[config.mk]
export PLATFORM = sky130hd
export DESIGN_NAME = txconf_gen
export DESIGN_NICKNAME = d
export VERILOG_FILES = /design/src/rtl/txconf_pkg.sv /design/src/rtl/txconf_code_map.sv /design/src/rtl/txconf_word_pack.sv /design/src/rtl/txconf_hold.sv /design/src/rtl/txconf_gen.sv
export SDC_FILE = /design/constraint.sdc
export NUM_CORES = 1
export LEC_CHECK = 0
export ABC_AREA = 1
export BUFFER_PORTS_ARGS = -buffer_cell sky130_fd_sc_hd__buf_2
export CAP_MARGIN = 15
export CORE_MARGIN = 2
export CORE_UTILIZATION = 25
export CTS_CLUSTER_DIAMETER = 200
export DETAILED_ROUTE_END_ITERATION = 10
export MAX_ROUTING_LAYER = met4
export PLACE_DENSITY = 0.54
export SETUP_SLACK_MARGIN = 0.4
export SYNTH_ARGS = -nofsm -noshare
export SYNTH_HDL_FRONTEND = slang
export SYNTH_SLANG_ARGS = --single-unit
[constraint.sdc]
create_clock -name clk -period 2.6 [get_ports clk]
set_input_delay 0.39 -clock clk [delete_from_list [all_inputs] [get_ports clk]]
set_output_delay 0.39 -clock clk [all_outputs]
set_load 0.05 [all_outputs]
[src/rtl/txconf_pkg.sv]
package txconf_pkg;

  typedef enum logic [2:0] {
    ACK_NONE     = 3'd0,
    ACK_COMPLETE = 3'd1,
    ACK_PENDING  = 3'd2,
    ACK_DATA_ERR = 3'd3,
    ACK_TYPE_ERR = 3'd4,
    ACK_RETRY_EX = 3'd5
  } ack_outcome_e;

  localparam int CODE_W = 4;

  localparam logic [CODE_W-1:0] CC_NO_ACK   = 4'h0;
  localparam logic [CODE_W-1:0] CC_COMPLETE = 4'h1;
  localparam logic [CODE_W-1:0] CC_PENDING  = 4'h2;
  localparam logic [CODE_W-1:0] CC_RETRY_EX = 4'h4;
  localparam logic [CODE_W-1:0] CC_DATA_ERR = 4'hD;
  localparam logic [CODE_W-1:0] CC_TYPE_ERR = 4'hE;

  localparam int NUM_Q = 2;
  localparam int Q_REQ = 0;
  localparam int Q_RSP = 1;

endpackage

[src/rtl/txconf_code_map.sv]
module txconf_code_map
  import txconf_pkg::*;
(
  input  logic              bcast,
  input  logic [2:0]        ack,
  output logic [CODE_W-1:0] code
);

  always_comb begin
    if (bcast) begin
      code = CC_COMPLETE;
    end else begin
      case (ack)
        ACK_COMPLETE: code = CC_COMPLETE;
        ACK_PENDING:  code = CC_PENDING;
        ACK_DATA_ERR: code = CC_DATA_ERR;
        ACK_TYPE_ERR: code = CC_TYPE_ERR;
        ACK_RETRY_EX: code = CC_RETRY_EX;
        default:      code = CC_NO_ACK;
      endcase
    end
  end

endmodule

[src/rtl/txconf_word_pack.sv]
module txconf_word_pack
  import txconf_pkg::*;
#(
  parameter int NODE_W  = 16,
  parameter int LABEL_W = 6,
  parameter int WORD_W  = 32
) (
  input  logic [NODE_W-1:0]  dest,
  input  logic [LABEL_W-1:0] tlabel,
  input  logic [CODE_W-1:0]  code,
  output logic [WORD_W-1:0]  word
);

  localparam int PAD_W = WORD_W - NODE_W - LABEL_W - CODE_W;

  generate
    if (PAD_W > 0) begin : g_pad
      assign word = {dest, tlabel, {PAD_W{1'b0}}, code};
    end else begin : g_nopad
      assign word = {dest, tlabel, code};
    end
  endgenerate

endmodule

[src/rtl/txconf_hold.sv]
module txconf_hold
  import txconf_pkg::*;
#(
  parameter int WORD_W = 32
) (
  input  logic              clk,
  input  logic              rst,
  input  logic              load,
  input  logic              load_resp,
  input  logic [WORD_W-1:0] load_word,
  input  logic [NUM_Q-1:0]  q_ready,
  output logic [NUM_Q-1:0]  q_valid,
  output logic [WORD_W-1:0] q_word,
  output logic              busy
);

  logic [NUM_Q-1:0] sel;
  logic [NUM_Q-1:0] vld_q;
  logic [WORD_W-1:0] word_q;

  genvar gq;
  generate
    for (gq = 0; gq < NUM_Q; gq++) begin : g_sel
      assign sel[gq] = (gq == Q_RSP) ? load_resp : !load_resp;
    end
  endgenerate

  always_ff @(posedge clk) begin
    if (rst) begin
      vld_q  <= '0;
      word_q <= '0;
    end else if (load) begin
      vld_q  <= sel;
      word_q <= load_word;
    end else if (|(vld_q & q_ready)) begin
      vld_q  <= '0;
    end
  end

  assign q_valid = vld_q;
  assign q_word  = word_q;
  assign busy    = |vld_q;

endmodule

[src/rtl/txconf_gen.sv]
module txconf_gen
  import txconf_pkg::*;
#(
  parameter int NODE_W  = 16,
  parameter int LABEL_W = 6,
  parameter int WORD_W  = 32
) (
  input  logic               clk,
  input  logic               rst,
  input  logic               done_valid,
  output logic               done_ready,
  input  logic               done_is_resp,
  input  logic [NODE_W-1:0]  done_dest,
  input  logic [LABEL_W-1:0] done_tlabel,
  input  logic               done_bcast,
  input  logic [2:0]         done_ack,
  output logic               req_wvalid,
  output logic [WORD_W-1:0]  req_wdata,
  input  logic               req_wready,
  output logic               rsp_wvalid,
  output logic [WORD_W-1:0]  rsp_wdata,
  input  logic               rsp_wready
);

  logic [CODE_W-1:0] code;
  logic [WORD_W-1:0] new_word;
  logic [WORD_W-1:0] held_word;
  logic [NUM_Q-1:0]  q_valid;
  logic [NUM_Q-1:0]  q_ready;
  logic              busy;
  logic              load;

  txconf_code_map u_map (
    .bcast (done_bcast),
    .ack   (done_ack),
    .code  (code)
  );

  txconf_word_pack #(
    .NODE_W  (NODE_W),
    .LABEL_W (LABEL_W),
    .WORD_W  (WORD_W)
  ) u_pack (
    .dest   (done_dest),
    .tlabel (done_tlabel),
    .code   (code),
    .word   (new_word)
  );

  assign load = done_valid && !busy;

  assign q_ready[Q_REQ] = req_wready;
  assign q_ready[Q_RSP] = rsp_wready;

  txconf_hold #(
    .WORD_W (WORD_W)
  ) u_hold (
    .clk       (clk),
    .rst       (rst),
    .load      (load),
    .load_resp (done_is_resp),
    .load_word (new_word),
    .q_ready   (q_ready),
    .q_valid   (q_valid),
    .q_word    (held_word),
    .busy      (busy)
  );

  assign done_ready = !busy;
  assign req_wvalid = q_valid[Q_REQ];
  assign rsp_wvalid = q_valid[Q_RSP];
  assign req_wdata  = held_word;
  assign rsp_wdata  = held_word;

endmodule

* Yosys cells after proc, flatten, opt, wreduce, memory -nomap -nowiden
Index checks and enable logic that the tools add are counted.
Word-level totals: word-level logic and storage cells 18, bits in registers 28, output and inout port bits 67, input port bits 32
Operators by class: bitwise operators 1, equal/unequal tests 5, multiplexer cells 4, reductions and logical operators 6
Operators with widths (number):
- $pmux 4 s5 | 1
- $eq 3x2->1 const B | 2
- $eq 3x3->1 const B | 2
- $mux 2 | 2
- $mux 4 | 1
- $reduce_or 2->1 | 2
- $eq 3x1->1 const B | 1
- $and 2x2->2 | 1
- $logic_not 1->1 | 2
- $reduce_bool 2->1 | 1
- $logic_and 1x1->1 | 1

* Logic depth before layout (Yosys ltp)
depth after elaboration 4, gate-level depth with buffers 7, depth with buffers taken out 7

* By module
A second synthesis with hierarchy kept.
Unflattened totals: cells, all modules 237, area total of the unflattened synthesis 1798.0 sq um
Modules (own cells, without submodules):
- txconf_hold | cells each 153, seq. area each 680.7 sq um, times used 1, area each 1231.2 sq um
- txconf_gen | cells each 35, seq. area each 0.0 sq um, times used 1, area each 254.0 sq um
- txconf_word_pack | cells each 33, seq. area each 0.0 sq um, times used 1, area each 244.0 sq um
- txconf_code_map | cells each 16, seq. area each 0.0 sq um, times used 1, area each 68.8 sq um

* Least setup slack after synthesis
Ideal clock, no wire load.
path kind register to register, from reg u_hold.vld_q[1], in the netlist u_hold.q_valid[1], to reg u_hold.word_q[21], in the netlist u_hold.q_word[21], data required time 2484 ps, stages on the path, launching flop included 6, setup slack 1087 ps, setup time 116 ps, data arrival time 1397 ps, period minus slack after synthesis 1513 ps, buffers on the path 1, path through dfxtp_1 > nor2_4 > nand2_4 > buf_6 > o21ai_0 > nor2_1
Between the ends: longest elaborated chain between the ends 3
RTL lines:
- from (decl) | RTL line txconf_hold.sv:18 | logic [NUM_Q-1:0] vld_q;
- from (signal assigned) | RTL line txconf_hold.sv:33 | vld_q <= sel;
- $reduce_or 2->1 | RTL line txconf_hold.sv:42 | assign busy = |vld_q;
- $logic_not 1->1
- named net done_ready | RTL line txconf_gen.sv:11 | output logic done_ready,
- $logic_and 1x1->1 | RTL line txconf_gen.sv:50 | assign load = done_valid && !busy;
- to (signal assigned) | RTL line txconf_hold.sv:34 | word_q <= load_word;
- to (decl) | RTL line txconf_hold.sv:19 | logic [WORD_W-1:0] word_q;
The timed path passes the listed nets, and every way through them passes these cells. A chain may end at the register's enable or synchronous reset.

* Worst setup path in the final report
from reg u_hold.vld_q[1], in the netlist u_hold.q_valid[1], to out done_ready
Between the ends: longest elaborated chain between the ends 2
RTL lines:
- $reduce_or 2->1 | RTL line txconf_hold.sv:42
- $logic_not 1->1 | RTL line txconf_gen.sv:69 | assign done_ready = !busy;
- to (decl) | RTL line txconf_gen.sv:11
Every way passes these cells.

==> impl_results.md <==
- Area growth, synth to finish: 21.1%
- Mean Syn Cell Area: roughly 7.7 sq um
- Die W: a little under 80 microns
- Post-route ant nets: 0
- Final period utilization: between 50% and 60%
- Rel. slew slack: between 50% and 60%
- Max_cap viols: 0
- Placed Area: between 1500 and 2000 sq um
- GPL Wtd Cong: 0.655
- TritonCTS buffer count: 3
- Estimated wirelength of the detail-placed design: 2200 microns
- Yosys top cell area share: between 40% and 50%
- Crit-path max FO: 4
- H-tree Lvls: 1
- Die footprint: ~6000 sq um
- Drc violations: 0
- LEAKAGE: a little under 0.0009 uW
- CTS tree: yes
- Final instance area: around 1700 sq um
- CTS Root Buffer Type: clkbuf_8
- Fraction of layout cells with a size suffix above 1: between 40% and 50%
- Crit path DAT: around 1.1 ns
- Wire length per cell: roughly 9.5 microns
- Synth Cell Area: approximately 1400 sq um
- Post-CTS Resized: 0
- Final hold viol count: 0
- Required time worst endpoint: 2.21 ns
- Sequential element share of the synthesized area: a little over 40%
- Core area: 5200 sq um
- Total iterations of the first detailed-routing run: 4
- Vias in the first global route: approximately 940
- Die height: around 78 microns
- Worst-case clock buffer depth: 2
- Top cells by area, synth: dfxtp_1 (41%), buf_4 (21%), nor2_1 (14%)
- Final slew viol count: 0
- Drt via density: a little under 4
- Crit path cell chain: nor2_4 > buf_2
- Design Power: between 1000 and 1500 uW
- Max IR drop VDD: between 0.2 and 0.3 mV
- CP endpoint kind: output port
- Number of DRC markers in iteration 0: 29
- Largest net degree at the start of global routing: 28
- Status: finished, final reports clean
- Clk_skew: ~0.0073 ns
- Hold slack: around 0.34 ns
- Cells after synthesis: around 180
- Initial antenna violation count: 0
- Clk slew on worst S/H paths: 0.09 ns
- Final Critical Period: 1.46 ns
- Worst path slowest cell: dfxtp_1
- Critical Path Start Type: register
- WS Path Type: reg -> out
- Final worst setup slack: approximately 1.1 ns
- Synth warnings: 0
- Port Buffer Count: 86
- Nets@finish: ~270
- DP Worst Slack: around 1.2 ns
- Pwr dens: around 810 nW/um^2
- Number of setup violations in the final report: 0
- Io pins: 99
- Yosys cell types: 19
- GRT Residual Overflow: 0
- Clock Latency Late Sink: 0.27 ns
- Min-delay worst type: in -> reg
- Initial core utilization: a little over a quarter
- Crit path largest cell delay: between 0.3 and 0.4 ns
- FF+latch count, synth: 28
- DRT Wirelength: around 2900 microns
- Post-CTS Setup Bufs: 0
- Hold buffers post-CTS: 0
- Highest Clock Rate: between 600 and 700 MHz
- Routed vias: roughly 1200
- Row count: 26
- RSZ-0062 raised after global routing: no
- Total track usage: approximately 8.9%
- Global-route wire length before repair: around 4300 microns
- Slew of the pin with the lowest slew margin: ~0.60 ns
- CTS Sinks: 28
- Setup_tns: 0 ns
- Largest area contributor in the netlist: dfxtp_1
- N_diodes: 0
final timing paths:
path / slack, ns / startpoint / cells past startpoint / end
max: 1.14 / u_hold.q_valid[1] / 2 / done_ready
min reg2reg: 0.49 / u_hold.q_word[3] / 2 / u_hold.q_word[3]
min: 0.34 / rst / 2 / u_hold.q_valid[0]
max reg2reg: 1.33 / u_hold.q_valid[1] / 6 / u_hold.q_word[1]
metal layers:
metal  up-vias  routed length [microns]  track usage, %
li1        621                        -               -
met1       511                     1290            11.3
met2        56                     1350            14.5
met3         2                      247            2.64
met4         0                       11            1.05
met5         -                        0               -
registers in the layout (all words and copies together), names as in the netlist:
| register | flops |
|---|---|
| u_hold.q_valid | 2 |
| u_hold.q_word | 26 |
synth_stat cells:
library cell and number:
conb_1 1, inv_6 1, clkbuf_1 2, nand3b_1 1, buf_4 38, nand2_1 12
nor2_1 51, nand3_1 3, dfxtp_1 28, buf_8 1, nor2_4 1, inv_1 4
buf_6 3, a21oi_2 1, o21ai_1 5, o21ai_0 20, nand2_4 1, or2_1 1
a21oi_1 4
layout by cell type, fill, tap and decap left out, types with 3 or more instances in the layout:
cell,n
dfxtp_1,28
clkbuf_8,3
a21oi_1,4
o21ai_0,20
buf_2,86
inv_1,4
conb_1,12
nand2_1,12
o21ai_1,5
nand3_1,3
nor2_1,51
cells by family after synthesis:
group	after synthesis	synth area share [%]
other	1	0.273
and+or+nand+nor	70	21.0
buffers and inverters	49	26.6
DFF	28	40.9
AOI/OAI and AO/OA	30	11.2
through the flow:
step                      util, %  cells
after floorplan                 -    189
after global placement       30.5    301
after detailed placement     30.5    301
after CTS                    31.9    305
after global routing         31.9    305
final                        31.9    305
worst max-delay path: cells and delay by family, from the launching register on:
kind	cells	cell delay (ns)
buf+inv	1	0.28
simple gates	1	0.16
flops	1	0.36
final cells by class:
cell class | instances | area [sq um]
inverters | 5 | 23.8
clock inverters | 1 | 30.0
multi-input cells | 112 | 487
fillers | 582 | 3540
repair buffers | 86 | 430
flip-flops and latches | 28 | 561
clock buffers | 3 | 41.3
well taps | 70 | 87.6
report_power, final:
group,switching [uW],internal [uW]
clock network,131,206
logic,413,102
registers,27.3,469
total,571,776
No activity file was read; power rests on OpenSTA's default activity.
